## config.mk

```make
export PLATFORM = sky130hd
export DESIGN_NAME = ta_guard
export DESIGN_NICKNAME = d
export VERILOG_FILES = /design/src/rtl/ta_pkg.sv /design/src/rtl/ta_rst_sync.sv /design/src/rtl/ta_key_decode.sv /design/src/rtl/ta_seq_fsm.sv /design/src/rtl/ta_window.sv /design/src/rtl/ta_guard.sv
export SDC_FILE = /design/constraint.sdc
export NUM_CORES = 1
export LEC_CHECK = 0
export CAP_MARGIN = 20
export CELL_PAD_IN_SITES_DETAIL_PLACEMENT = 1
export CELL_PAD_IN_SITES_GLOBAL_PLACEMENT = 2
export CORE_AREA = 2 2 51 53
export DETAILED_ROUTE_END_ITERATION = 10
export DIE_AREA = 0 0 53 55
export PLACE_DENSITY_LB_ADDON = 0.08
export SKIP_CTS_REPAIR_TIMING = 1
export SLEW_MARGIN = 20
export SYNTH_ARGS = -nofsm -noshare
export SYNTH_HDL_FRONTEND = slang
export SYNTH_SLANG_ARGS = --single-unit
```

## constraint.sdc

```tcl
create_clock -name clk -period 1.8 [get_ports clk]
set_input_delay 0.36 -clock clk [delete_from_list [all_inputs] [get_ports clk]]
set_output_delay 0.36 -clock clk [all_outputs]
set_load 0.02 [all_outputs]
```

## src/rtl/ta_pkg.sv

```systemverilog
package ta_pkg;
  typedef enum logic [0:0] {
    SEQ_IDLE  = 1'b0,
    SEQ_ARMED = 1'b1
  } seq_st_e;
endpackage

```

## src/rtl/ta_rst_sync.sv

```systemverilog
module ta_rst_sync (
  input  logic clk,
  input  logic rst_n,
  output logic rst_sn
);
  logic [1:0] sync_q;

  always_ff @(posedge clk or negedge rst_n) begin
    if (!rst_n) sync_q <= 2'b00;
    else        sync_q <= {sync_q[0], 1'b1};
  end

  assign rst_sn = sync_q[1];
endmodule

```

## src/rtl/ta_key_decode.sv

```systemverilog
module ta_key_decode #(
  parameter int              ADDR_W     = 8,
  parameter int              DATA_W     = 8,
  parameter logic [ADDR_W-1:0] TA_ADDR  = 8'hC7,
  parameter logic [DATA_W-1:0] KEY_FIRST  = 8'hAA,
  parameter logic [DATA_W-1:0] KEY_SECOND = 8'h55
) (
  input  logic              mc_en_i,
  input  logic              wr_en_i,
  input  logic [ADDR_W-1:0] wr_addr_i,
  input  logic [DATA_W-1:0] wr_data_i,
  output logic              key1_o,
  output logic              key2_o
);
  logic ta_wr;

  // a write to the unlock register only counts on a machine cycle
  always_comb begin
    ta_wr  = mc_en_i & wr_en_i & (wr_addr_i == TA_ADDR);
    key1_o = ta_wr & (wr_data_i == KEY_FIRST);
    key2_o = ta_wr & (wr_data_i == KEY_SECOND);
  end
endmodule

```

## src/rtl/ta_seq_fsm.sv

```systemverilog
module ta_seq_fsm
  import ta_pkg::*;
(
  input  logic clk,
  input  logic rst_sn,
  input  logic mc_en_i,
  input  logic key1_i,
  input  logic key2_i,
  output logic armed_o,
  output logic unlock_o
);
  seq_st_e st_q, st_d;

  always_comb begin
    st_d     = st_q;
    unlock_o = 1'b0;
    if (mc_en_i) begin
      case (st_q)
        SEQ_IDLE: begin
          if (key1_i) st_d = SEQ_ARMED;
        end
        SEQ_ARMED: begin
          if (key2_i) begin
            unlock_o = 1'b1;
            st_d     = SEQ_IDLE;
          end else if (key1_i) begin
            st_d = SEQ_ARMED;
          end else begin
            st_d = SEQ_IDLE;
          end
        end
        default: st_d = SEQ_IDLE;
      endcase
    end
  end

  always_ff @(posedge clk or negedge rst_sn) begin
    if (!rst_sn)      st_q <= SEQ_IDLE;
    else if (mc_en_i) st_q <= st_d;
  end

  assign armed_o = (st_q == SEQ_ARMED);

  AST_GAP_ABORTS: assert property (@(posedge clk) disable iff (!rst_sn)
    (armed_o && mc_en_i && !key1_i && !key2_i) |=> !armed_o);
  AST_UNLOCK_NEEDS_ARM: assert property (@(posedge clk) disable iff (!rst_sn)
    unlock_o |-> armed_o);
  AST_ARMED_SOURCE: assert property (@(posedge clk) disable iff (!rst_sn)
    $rose(armed_o) |-> $past(key1_i));
endmodule

```

## src/rtl/ta_window.sv

```systemverilog
module ta_window #(
  parameter int WIN_CYC = 3,
  localparam int CNT_W = $clog2(WIN_CYC + 1)
) (
  input  logic clk,
  input  logic rst_sn,
  input  logic mc_en_i,
  input  logic unlock_i,
  input  logic restart_i,
  output logic open_o
);
  localparam logic [CNT_W-1:0] CNT_LOAD = CNT_W'(WIN_CYC);
  localparam logic [CNT_W-1:0] CNT_ONE  = CNT_W'(1);

  logic [CNT_W-1:0] cnt_q, cnt_d;

  always_comb begin
    cnt_d = cnt_q;
    if (restart_i)                        cnt_d = '0;
    else if (unlock_i)                    cnt_d = CNT_LOAD;
    else if (mc_en_i && (cnt_q != '0))    cnt_d = cnt_q - CNT_ONE;
  end

  always_ff @(posedge clk or negedge rst_sn) begin
    if (!rst_sn)      cnt_q <= '0;
    else if (mc_en_i) cnt_q <= cnt_d;
  end

  assign open_o = (cnt_q != '0);

  AST_WIN_BOUND: assert property (@(posedge clk) disable iff (!rst_sn)
    cnt_q <= CNT_LOAD);
  AST_WIN_LAST: assert property (@(posedge clk) disable iff (!rst_sn)
    (mc_en_i && cnt_q == CNT_ONE && !restart_i && !unlock_i) |=> !open_o);
  AST_WIN_STALL: assert property (@(posedge clk) disable iff (!rst_sn)
    !mc_en_i |=> $stable(cnt_q));
  AST_RESTART_CLOSES: assert property (@(posedge clk) disable iff (!rst_sn)
    restart_i |=> !open_o);
endmodule

```

## src/rtl/ta_guard.sv

```systemverilog
module ta_guard #(
  parameter int                ADDR_W     = 8,
  parameter int                DATA_W     = 8,
  parameter logic [ADDR_W-1:0] TA_ADDR    = 8'hC7,
  parameter logic [DATA_W-1:0] KEY_FIRST  = 8'hAA,
  parameter logic [DATA_W-1:0] KEY_SECOND = 8'h55,
  parameter int                WIN_CYC    = 3
) (
  input  logic              clk,
  input  logic              rst_n,
  input  logic              mc_en_i,
  input  logic              wr_en_i,
  input  logic [ADDR_W-1:0] wr_addr_i,
  input  logic [DATA_W-1:0] wr_data_i,
  input  logic              prot_sel_i,
  output logic [DATA_W-1:0] ta_rdata_o,
  output logic              prot_ok_o,
  output logic              prot_wr_o
);
  logic rst_sn;
  logic key1, key2;
  logic armed, unlock;
  logic win_open;

  ta_rst_sync u_rst (
    .clk    (clk),
    .rst_n  (rst_n),
    .rst_sn (rst_sn)
  );

  ta_key_decode #(
    .ADDR_W     (ADDR_W),
    .DATA_W     (DATA_W),
    .TA_ADDR    (TA_ADDR),
    .KEY_FIRST  (KEY_FIRST),
    .KEY_SECOND (KEY_SECOND)
  ) u_dec (
    .mc_en_i   (mc_en_i),
    .wr_en_i   (wr_en_i),
    .wr_addr_i (wr_addr_i),
    .wr_data_i (wr_data_i),
    .key1_o    (key1),
    .key2_o    (key2)
  );

  ta_seq_fsm u_seq (
    .clk      (clk),
    .rst_sn   (rst_sn),
    .mc_en_i  (mc_en_i),
    .key1_i   (key1),
    .key2_i   (key2),
    .armed_o  (armed),
    .unlock_o (unlock)
  );

  ta_window #(
    .WIN_CYC (WIN_CYC)
  ) u_win (
    .clk       (clk),
    .rst_sn    (rst_sn),
    .mc_en_i   (mc_en_i),
    .unlock_i  (unlock),
    .restart_i (key1),
    .open_o    (win_open)
  );

  assign prot_ok_o  = win_open & rst_sn;
  assign prot_wr_o  = prot_ok_o & mc_en_i & wr_en_i & prot_sel_i;
  assign ta_rdata_o = '0;

  AST_GATE_NEEDS_WIN: assert property (@(posedge clk) disable iff (!rst_sn)
    prot_wr_o |-> prot_ok_o);
  AST_OPEN_CAUSE: assert property (@(posedge clk) disable iff (!rst_sn)
    $rose(prot_ok_o) |-> $past(mc_en_i && wr_en_i && wr_addr_i == TA_ADDR
                               && wr_data_i == KEY_SECOND && armed));
  AST_PROT_KEEPS_WIN: assert property (@(posedge clk) disable iff (!rst_sn)
    (prot_wr_o && !key1 && u_win.cnt_q > 1) |=> prot_ok_o);
  AST_RDATA_ZERO: assert property (@(posedge clk) disable iff (!rst_sn)
    ta_rdata_o == '0);
endmodule

```

# ---- Word-level counts from Yosys, hierarchy flattened
# Index checks and enable logic that the tools add are counted.
dict set report op_classes {
  n_bitwise 9
  add_sub_neg 1
  reduce_logical 4
  muxes 9
  n_eq_ne 3
}
# op n
set ops {}
lappend ops {{equality test 8 bit, second input constant} 2}
lappend ops {{AND 1 bit} 8}
lappend ops {{equality test 8 x 7 -> 1 bit, second input constant} 1}
lappend ops {{two-way mux 2 bit} 3}
lappend ops {{two-way mux 1 bit} 5}
lappend ops {{nonzero test 3 bit} 1}
lappend ops {{one-hot mux 1 bit (2 select lines)} 1}
lappend ops {{AND reduction 2 bit} 1}
lappend ops {{nonzero test 2 bit} 1}
lappend ops {{subtractor 2 x 1 -> 2 bit, second input constant} 1}
lappend ops {{logical AND 1 bit} 1}
lappend ops {{inverter 1 bit} 1}
dict set report word_totals {
  output_inout_bits 10
  regBits 5
  wordCells 29
  in_bits 21
}

# ---- Logic depth before layout (Yosys ltp)
# Gate-level depths: netlist of the first run.
dict set report depth {
  depth_word 8
  mapped_depth 5
  ltp_nobuf 5
}

# ---- Hierarchy
# From an unflattened synthesis of the first run, not the netlist that was laid out.
dict set report hier_totals {
  cells_unflattened 40
  area_unflattened_um2 385.4
}
# mod n_inst cells_each seq_area_each_um2 area_per_inst_um2
set by_module_without_submodules {}
lappend by_module_without_submodules {ta_window 1 13 50.0 120.1}
lappend by_module_without_submodules {ta_guard 1 11 0.0 81.3}
lappend by_module_without_submodules {ta_key_decode 1 9 0.0 80.1}
lappend by_module_without_submodules {ta_rst_sync 1 3 50.0 53.8}
lappend by_module_without_submodules {ta_seq_fsm 1 4 25.0 50.0}

# ---- Least setup slack after synthesis of the first run
# Ideal clock, no wire load.
dict set report synth_timing {
  path_type {reg2out}
  start {register u_win.cnt_q[0]}
  end {output port prot_wr_o}
  path_slack_ps 118
  t_arrival_ps 1322
  required_ps 1440
  path_buffers 0
  path_stages_with_launch 5
  cell_sequence {dfrtp_1 -> inv_1 -> ha_1 -> nor2b_1 -> and4_1}
}
dict set report synth_between {
  elab_chain_cells 5
}
# element line
set synth_rtl {}
lappend synth_rtl {{from (decl)} ta_window.sv:15} ;# logic [CNT_W-1:0] cnt_q, cnt_d;
lappend synth_rtl {{from (signal assigned)} ta_window.sv:26} ;# else if (mc_en_i) cnt_q <= cnt_d;
lappend synth_rtl {{nonzero test 2 bit} ta_window.sv:29} ;# assign open_o = (cnt_q != '0);
lappend synth_rtl {{AND 1 bit} ta_guard.sv:67} ;# assign prot_ok_o = win_open & rst_sn;
lappend synth_rtl {{net prot_ok_o} ta_guard.sv:17} ;# output logic prot_ok_o,
lappend synth_rtl {{AND 1 bit (3 in series)} ta_guard.sv:68} ;# assign prot_wr_o = prot_ok_o & mc_en_i & wr_en_i & prot_sel_i;
lappend synth_rtl {{to (decl)} ta_guard.sv:18} ;# output logic prot_wr_o
# The timed path passes the listed nets, and every way through them passes these cells.

# ---- Final worst setup path of the first run
dict set report layout_timing {
  start {register u_win.cnt_q[0]}
  end {output port prot_wr_o}
}
dict set report layout_between {
  elab_chain_cells 5
}
# element line
set layout_rtl {}
lappend layout_rtl {{nonzero test 2 bit} ta_window.sv:29}
lappend layout_rtl {{AND 1 bit} ta_guard.sv:67}
lappend layout_rtl {{AND 1 bit (3 in series)} ta_guard.sv:68}
# Every way passes these cells.

==> results of run 1 <==
-- logic make-up after synthesis --
group	after synthesis	synth area share (%)
and+or+nand+nor	16	34.42
other	2	1.968
AOI/OAI and AO/OA	5	8.852
DFF	5	32.79
adders and majority gates	1	3.278
buffers and inverters	11	18.69
-- area by class of cell --
class                   count  share of cell area [%]
flip-flops and latches      5                   18.08
multi-input cells          31                   30.92
repair buffers             30                   40.14
well taps                  30                   5.425
inverters                   3                   1.627
clock buffers               4                   3.797
-- power groups by stage --
| stage | Combinational, mW | Clock (mW) | Sequential [mW] |
|---|---|---|---|
| global placement | 0.299 | 0 | 0.152 |
| floorplan | 0.152 | 0 | 0.151 |
| global route | 0.339 | 0.140 | 0.155 |
| CTS | 0.305 | 0.132 | 0.150 |
| detailed placement | 0.302 | 0 | 0.152 |
| finish | 0.301 | 0.128 | 0.149 |
-- cells in the final DEF (no fill, tap or decap), types with 2 or more instances in the layout --
cell type	instances
nor3b_1	2
buf_4	8
o22ai_1	3
o211ai_1	2
nor4bb_1	2
clkdlybuf4s50_1	20
clkbuf_4	3
and2_2	2
inv_1	3
dfrtp_1	5
conb_1	9
-- state kept, by name, indices dropped and copies added, names as in the netlist --
| register | cells |
|---|---|
| u_rst.sync_q | 2 |
| u_seq.armed_o | 1 |
| u_win.cnt_q | 2 |
-- layer usage --
layer	GRT usage [%]	wire length [um]
met4	2.564	0
met3	1.882	74
met2	14.58	518
met1	8.511	414
met5	0	0
-- worst max-delay path by stage --
stage / startpoint / endpoint / slack, ns / cells past startpoint
finish: u_win.cnt_q[0] / prot_wr_o / 0.12 / 5
global route: u_win.cnt_q[0] / prot_wr_o / 0.005 / 5
CTS: u_win.cnt_q[0] / prot_wr_o / -0.40 / 5
detailed placement: wr_en_i / prot_wr_o / -0.16 / 3
global placement: wr_en_i / prot_wr_o / -0.16 / 3
floorplan: u_win.cnt_q[0] / prot_wr_o / 0.12 / 4
-- cells in the mapped netlist, types with 2 or more instances --
| cell type | instances |
|---|---|
| and2_2 | 2 |
| buf_4 | 8 |
| conb_1 | 2 |
| dfrtp_1 | 5 |
| inv_1 | 3 |
| nor3b_1 | 2 |
| nor4bb_1 | 2 |
| o211ai_1 | 2 |
| o22ai_1 | 3 |
-- worst max-delay path, cell delays in order, from the launching register on --
cell	delay, ns
dfrtp_1	0.33
inv_1	0.06
ha_1	0.22
nor2b_2	0.13
and4_1	0.19
buf_2	0.16
-- through the flow --
| stage | instances | utilization [%] | area [sq um] |
|---|---|---|---|
| 2_1_floorplan | 47 | - | 407.9 |
| 3_3_place_gp | 99 | 28.15 | 665.6 |
| 3_5_place_dp | 99 | 28.15 | 665.6 |
| 4_1_cts | 103 | 29.26 | 691.9 |
| 5_1_grt | 103 | 29.26 | 691.9 |
| 6_report | 103 | 29.26 | 691.9 |
==> results.yml, run 1 <==
status:
  status: "completed"
clock_tree:
  clock_path_buffers: 2
  clk_latency_ns: 0.24
  cts_tree: "done"
  root_buffer: "clkbuf_4"
  cts_buffers: 3
  clock_sinks: 5
  ctsHtreeMaxLevel: 1
  clk_pin_slew_ns: 0.04
logic_synthesis:
  ys_seq_area_share_pct: 32.79
  synthTopCellsByArea: "dfrtp_1 33%, buf_4 16%, nor4bb_1 5.2%"
  synth_top_flop_cell: "dfrtp_1"
  synth_area_sq_um: 381.6
  ys_ff_latch: 5
  synth_cells: 40
  synth_top_area_share_pct: 32.79
  synth_edf_count: 0
  synth_top_cell_by_area: "dfrtp_1"
  ys.warnings.count: 0
  syn_area_per_cell_sq_um: 9.540
  ys_types: 20
  async_flop_share_pct: 100.0
job:
  max-cap-violations: 0
timing:
  rsz0062_at_grt: "no"
  clock_skew_ns: 0.004538
  setup_ws_ns: 0.1209
  finalHoldViolCount: 0
  finalSetupTns_ns: 0
  finalSetupViolCount: 0
  fin_hold_ws_ns: 0.1322
  max_freq_mhz: 595.5
  finalCritPeriodShare_pct: 93.29
  final-max-slew-violation-count: 0
  period_needed_ns: 1.679
die:
  die_w_um: 53
  dieArea_sq_um: 2915
  start_util_pct: 16.14
  die_y_um: 55
  io_pins: 31
  core_sq_um: 2365
  rows: 18
finish:
  multiInputGateArea_sq_um: 214.0
  layout-drive-gt1-share_pct: 21.92
  register_area_sq_um: 125.1
  fill_cells: 286
  antenna_cells: 0
  syn_to_final_growth_pct: 81.31
  nNetsFinal: 96
drt:
  routedWlPerCell_um: 9.777
  dr.first_iter.drc_count: 2
  wl_mm: 1.007
  drc: 0
  via_count: 383
  detail-route-antenna-nets: 0
  vias_per_cell: 3.718
  drt_first_pass_iters: 2
critical_path:
  end_kind: "output port"
  reg2reg_slack_ns: 0.52
  cp_data_arrival_time_ns: 1.32
  critical_path_class: "reg2out"
  r2r_cells: 6
  r2r_start: "u_win.cnt_q[0]"
  reg2reg_to: "u_win.cnt_q[0]"
  startpoint_type: "register"
  crit_fanout: 2
  required_ns: 1.44
worst_hold_path:
  hp-class: "reg2async"
power_and_ir_drop:
  seqPwrFrac_pct: 25.8
  p_switching_mw: 0.1785
  powerDensity_nw_per_um2: 835.7
  power_frac_comb_pct: 52.1
  p_leak_nw: 0.3204
  ir_worst_vdd_mv: 0.4194
  switching_share_pct: 30.87
  p_int_mw: 0.3997
  clkPwrFrac_pct: 22.1
  power_mw: 0.5782
placed_design:
  gp_congestion: 0.6433
  place_ws_ns: -0.1598
  port_buffers: 22
  hpwl_um: 926.1
global_route:
  grt_pass1_vias: 449
  grt_pass1_wl_mm: 1.669
  grt_max_degree: 7
  overflow: 0
  grtUsageTotal_pct: 7.736
  antenna_found_initial: 0
Note: power is estimated with default switching activity, not from simulation.
==> run 2, diff against run 1 <==
Settings changed: CORE_AREA 2 2 51 53 to 10 10 59 61, DIE_AREA 0 0 53 55 to 0 0 69 71, GPL_ROUTABILITY_DRIVEN from default to 0.
==> run 2 against run 1 <==
Setup slack worse by 0.050 ns. Sequential power rose by 3%. Power up 0.28%. Final cell count grew 0.97%. Largest power group unchanged. Critical path type unchanged. Highest routed layer unchanged. Cell area up 0.72%. Sequential share of layout area decreased by 0.13 points. Clock skew fell by 0.0044 ns. Core utilization down 0.066 points. Die area grew 68%. Fmax shrank 2.9%. Worst hold slack better by 0.015 ns.
==> results.yml, run 2 (synthesis gave the netlist of run 1 again) <==
status:
  status: "completed"
critical_path:
  crit_buf_inv: 2
  cpMaxStageDelayCell: "dfrtp_1"
  crit_chain: "inv_1, ha_1, nor2b_1, and4_1, clkbuf_2"
  end_kind: "output port"
  crit_family: "flip-flops"
  required_ns: 1.44
  startpoint_type: "register"
  cp_data_arrival_time_ns: 1.37
  critical_path_class: "reg2out"
  crit_fanout: 2
  max_stage_delay_ns: 0.35
finish:
  final_common_cell: "clkdlybuf4s50_1"
  finalNonFillerCells: 104
  antenna_cells: 0
  final_cell_mix: "20 x clkdlybuf4s50_1, 9 x conb_1, 9 x buf_4, 5 x dfrtp_1"
  syn_to_final_growth_pct: 82.62
  nNetsFinal: 97
  layout-drive-gt1-share_pct: 21.62
global_route:
  overflow: 0
  antenna_found_initial: 0
  grt_pass1_vias: 474
  grtUsageTotal_pct: 5.350
  grt_pass1_wl_mm: 2.180
  grt_max_degree: 7
die:
  rows: 18
  die_y_um: 71
  dieArea_sq_um: 4899
  io_pins: 31
  die_w_um: 69
  core_sq_um: 2387
  start_util_pct: 15.99
clock_tree:
  clock_sinks: 5
  clk_latency_ns: 0.23
  cts_buffers: 3
  clock_path_buffers: 2
  clk_pin_slew_ns: 0.04
  root_buffer: "clkbuf_4"
  ctsHtreeMaxLevel: 1
  cts_tree: "done"
power_and_ir_drop:
  powerDensity_nw_per_um2: 832.0
  p_leak_nw: 0.3235
  power_mw: 0.5798
  ir_worst_vdd_mv: 0.3060
drt:
  wl_mm: 1.242
  drc: 0
  via_count: 388
  drt_first_pass_iters: 2
  vias_per_cell: 3.731
  dr.first_iter.drc_count: 5
  detail-route-antenna-nets: 0
  routedWlPerCell_um: 11.94
timing:
  max_freq_mhz: 578.5
  period_needed_ns: 1.729
  finalSetupViolCount: 0
  fin_hold_ws_ns: 0.1470
  final-max-slew-violation-count: 0
  clock_skew_ns: 0.0001227
  finalCritPeriodShare_pct: 96.04
  finalSetupTns_ns: 0
  finalHoldViolCount: 0
  rsz0062_at_grt: "yes"
placed_design:
  dp_cells: 100
  hpwl_mm: 1.147
  port_buffers: 22
worst_hold_path:
  hp-class: "reg2async"
job:
  max-cap-violations: 0
==> run 2: worst paths after layout <==
check                                start  slack [ns]  cells past startpoint               to
max                         u_win.cnt_q[0]        0.07                      5        prot_wr_o
min                        u_rst.sync_q[1]        0.15                      1    u_seq.armed_o
max reg2reg                 u_win.cnt_q[0]        0.50                      6   u_win.cnt_q[0]
min reg2reg                u_rst.sync_q[1]        0.15                      1    u_seq.armed_o
max in group asynchronous            rst_n        1.39                      1  u_rst.sync_q[1]
min in group clk           u_rst.sync_q[0]        0.35                      0  u_rst.sync_q[1]
==> run 2: area by class of cell <==
class	count	area, sq um
sequential	5	125.1
clock buffer	4	26.28
multi-input combinational	31	211.5
timing repair buffer	31	285.3
inverter	3	11.26
fill	304	1690
tap	30	37.54
==> run 2: report_power, final <==
group | total (mW) | switching, mW | internal [mW]
combinational | 0.302 | 0.121 | 0.182
clock | 0.124 | 0.0407 | 0.0835
sequential | 0.153 | 0.0140 | 0.139
total | 0.580 | 0.175 | 0.404
==> run 2: worst reg2reg max path: cells and delay by family (launching register included) <==
kind	cells	cell delay, ns
AO/OA/AOI/OAI	2	0.21
adder cells (fa/ha/maj)	1	0.21
flip-flops	1	0.35
AND/OR/NAND/NOR	1	0.18
buffers and inverters	2	0.21
==> run 2: routing by layer <==
layer	vias up	global-route usage, %	wire, um
met2	15	9.146	623
met1	173	4.977	490
li1	200	-	-
met5	-	0	0
met4	0	2.685	0
met3	0	3.208	129
==> run 2: per-stage QoR <==
stage	setup WS (ns)	util [%]	area, sq um
3_3_place_gp	-0.2272	28.20	673.1
6_report	0.07132	29.19	696.9
4_1_cts	-0.3980	29.30	699.4
3_5_place_dp	-0.2187	28.20	673.1
5_1_grt	-0.02892	29.19	696.9
2_1_floorplan	0.1176	-	407.9
==> run 3, diff against run 2 <==
Settings changed: SETUP_SLACK_MARGIN from default to 0.05.
==> run 3 against run 2 <==
Global-route usage stayed put. Via count rose by 0.52%. Cell area increased by 2.3%. Die area did not move. Core utilization rose by 0.68 points. Non-clock buffer count increased by 1. Fmax increased by 4.4%. Critical path depth is the same. Final cell count is 0.96% higher. Combinational power rose by 8.3%. Clock power hardly changed.
==> results.yml, run 3 (synthesis gave the netlist of run 1 again) <==
global_route:
  antenna_found_initial: 0
  grt_max_degree: 7
  overflow: 0
  grt_pass1_wl_mm: 2.180
  grtUsageTotal_pct: 5.350
  grt_pass1_vias: 474
timing:
  period_needed_ns: 1.656
  clock_skew_ns: 0.0006427
  max_freq_mhz: 604.0
  final-max-slew-violation-count: 0
  finalCritPeriodShare_pct: 91.97
  finalHoldViolCount: 0
  finalSetupViolCount: 0
  rsz0062_at_grt: "no"
  finalSetupTns_ns: 0
critical_path:
  startpoint_type: "register"
  end_kind: "output port"
  critical_path_class: "reg2out"
  crit_fanout: 2
  cp_data_arrival_time_ns: 1.30
  required_ns: 1.44
clock_tree:
  clock_sinks: 5
  cts_tree: "done"
  root_buffer: "clkbuf_4"
  clock_path_buffers: 2
  clk_latency_ns: 0.23
  cts_buffers: 3
  ctsHtreeMaxLevel: 1
  clk_pin_slew_ns: 0.04
die:
  die_y_um: 71
  die_w_um: 69
  rows: 18
  start_util_pct: 15.99
  core_sq_um: 2387
  io_pins: 31
  dieArea_sq_um: 4899
power_and_ir_drop:
  powerDensity_nw_per_um2: 846.2
  p_leak_nw: 0.3284
  ir_worst_vdd_mv: 0.3092
placed_design:
  place_area_sq_um: 673.1
  port_buffers: 22
  hpwl_mm: 1.147
drt:
  drt_first_pass_iters: 3
  wl_mm: 1.265
  routedWlPerCell_um: 12.05
  detail-route-antenna-nets: 0
  drc: 0
  vias_per_cell: 3.714
  via_count: 390
  dr.first_iter.drc_count: 6
worst_hold_path:
  hp-class: "reg2async"
finish:
  nNetsFinal: 98
  layout-drive-gt1-share_pct: 24.00
  syn_to_final_growth_pct: 86.89
  final_common_cell: "clkdlybuf4s50_1"
  antenna_cells: 0
  final_cell_mix: "20 x clkdlybuf4s50_1, 10 x buf_4, 9 x conb_1, 5 x dfrtp_1"
  stdcell_area_sq_um: 713.2
status:
  status: "completed"
job:
  max-cap-violations: 0
-- run 3: final cells by class --
type | count | area (sq um)
Sequential cell | 5 | 125.1
Multi-Input combinational cell | 31 | 214.0
Inverter | 3 | 11.26
Clock buffer | 4 | 26.28
Fill cell | 307 | 1674
Timing Repair Buffer | 32 | 299.0
Tap cell | 30 | 37.54
-- run 3: layer usage --
| layer | share of wire (%) | track usage (%) | vias up |
|---|---|---|---|
| met5 | 0 | 0 | - |
| met4 | 0 | 2.685 | 0 |
| met3 | 10 | 3.208 | 0 |
| met2 | 52 | 9.146 | 15 |
| met1 | 38 | 4.977 | 176 |
| li1 | - | - | 199 |
-- run 3: worst paths after layout --
check / startpoint / to / slack, ns / depth (start not counted)
setup / recovery: u_win.cnt_q[0] / prot_wr_o / 0.14 / 5
hold / removal: u_rst.sync_q[1] / u_seq.armed_o / 0.15 / 1
setup reg to reg: u_win.cnt_q[0] / u_win.cnt_q[0] / 0.55 / 6
hold reg to reg: u_rst.sync_q[1] / u_seq.armed_o / 0.15 / 1
max in group asynchronous: rst_n / u_rst.sync_q[1] / 1.39 / 1
min in group clk: u_rst.sync_q[0] / u_rst.sync_q[1] / 0.37 / 0
-- run 3: critical path, stage by stage, from the launching register on --
cell	delay, ns
dfrtp_1	0.33
inv_1	0.07
ha_2	0.19
nor2b_1	0.13
and4_1	0.22
buf_6	0.12
-- run 3: metrics by stage --
step / worst slack (ns) / instances / hold WS (ns) / total power [mW] / util (%)
detailed placement: -0.2187 / 100 / 0.1623 / 0.4631 / 28.20
CTS: -0.3980 / 104 / 0.1671 / 0.5977 / 29.30
floorplan: 0.1176 / 47 / 0.03238 / 0.3033 / -
finish: 0.1445 / 105 / 0.1485 / 0.6035 / 29.87
global placement: -0.2272 / 100 / 0.1573 / 0.4664 / 28.20
global route: 0.05326 / 105 / 0.1874 / 0.6698 / 29.87
-- run 3: power by group --
part / leakage [nW] / total, mW / switching, mW / internal [mW]
combinational: 0.252 / 0.327 / 0.127 / 0.200
sequential: 0.0611 / 0.152 / 0.0123 / 0.139
clock: 0.0150 / 0.125 / 0.0414 / 0.0835
total: 0.328 / 0.603 / 0.181 / 0.423
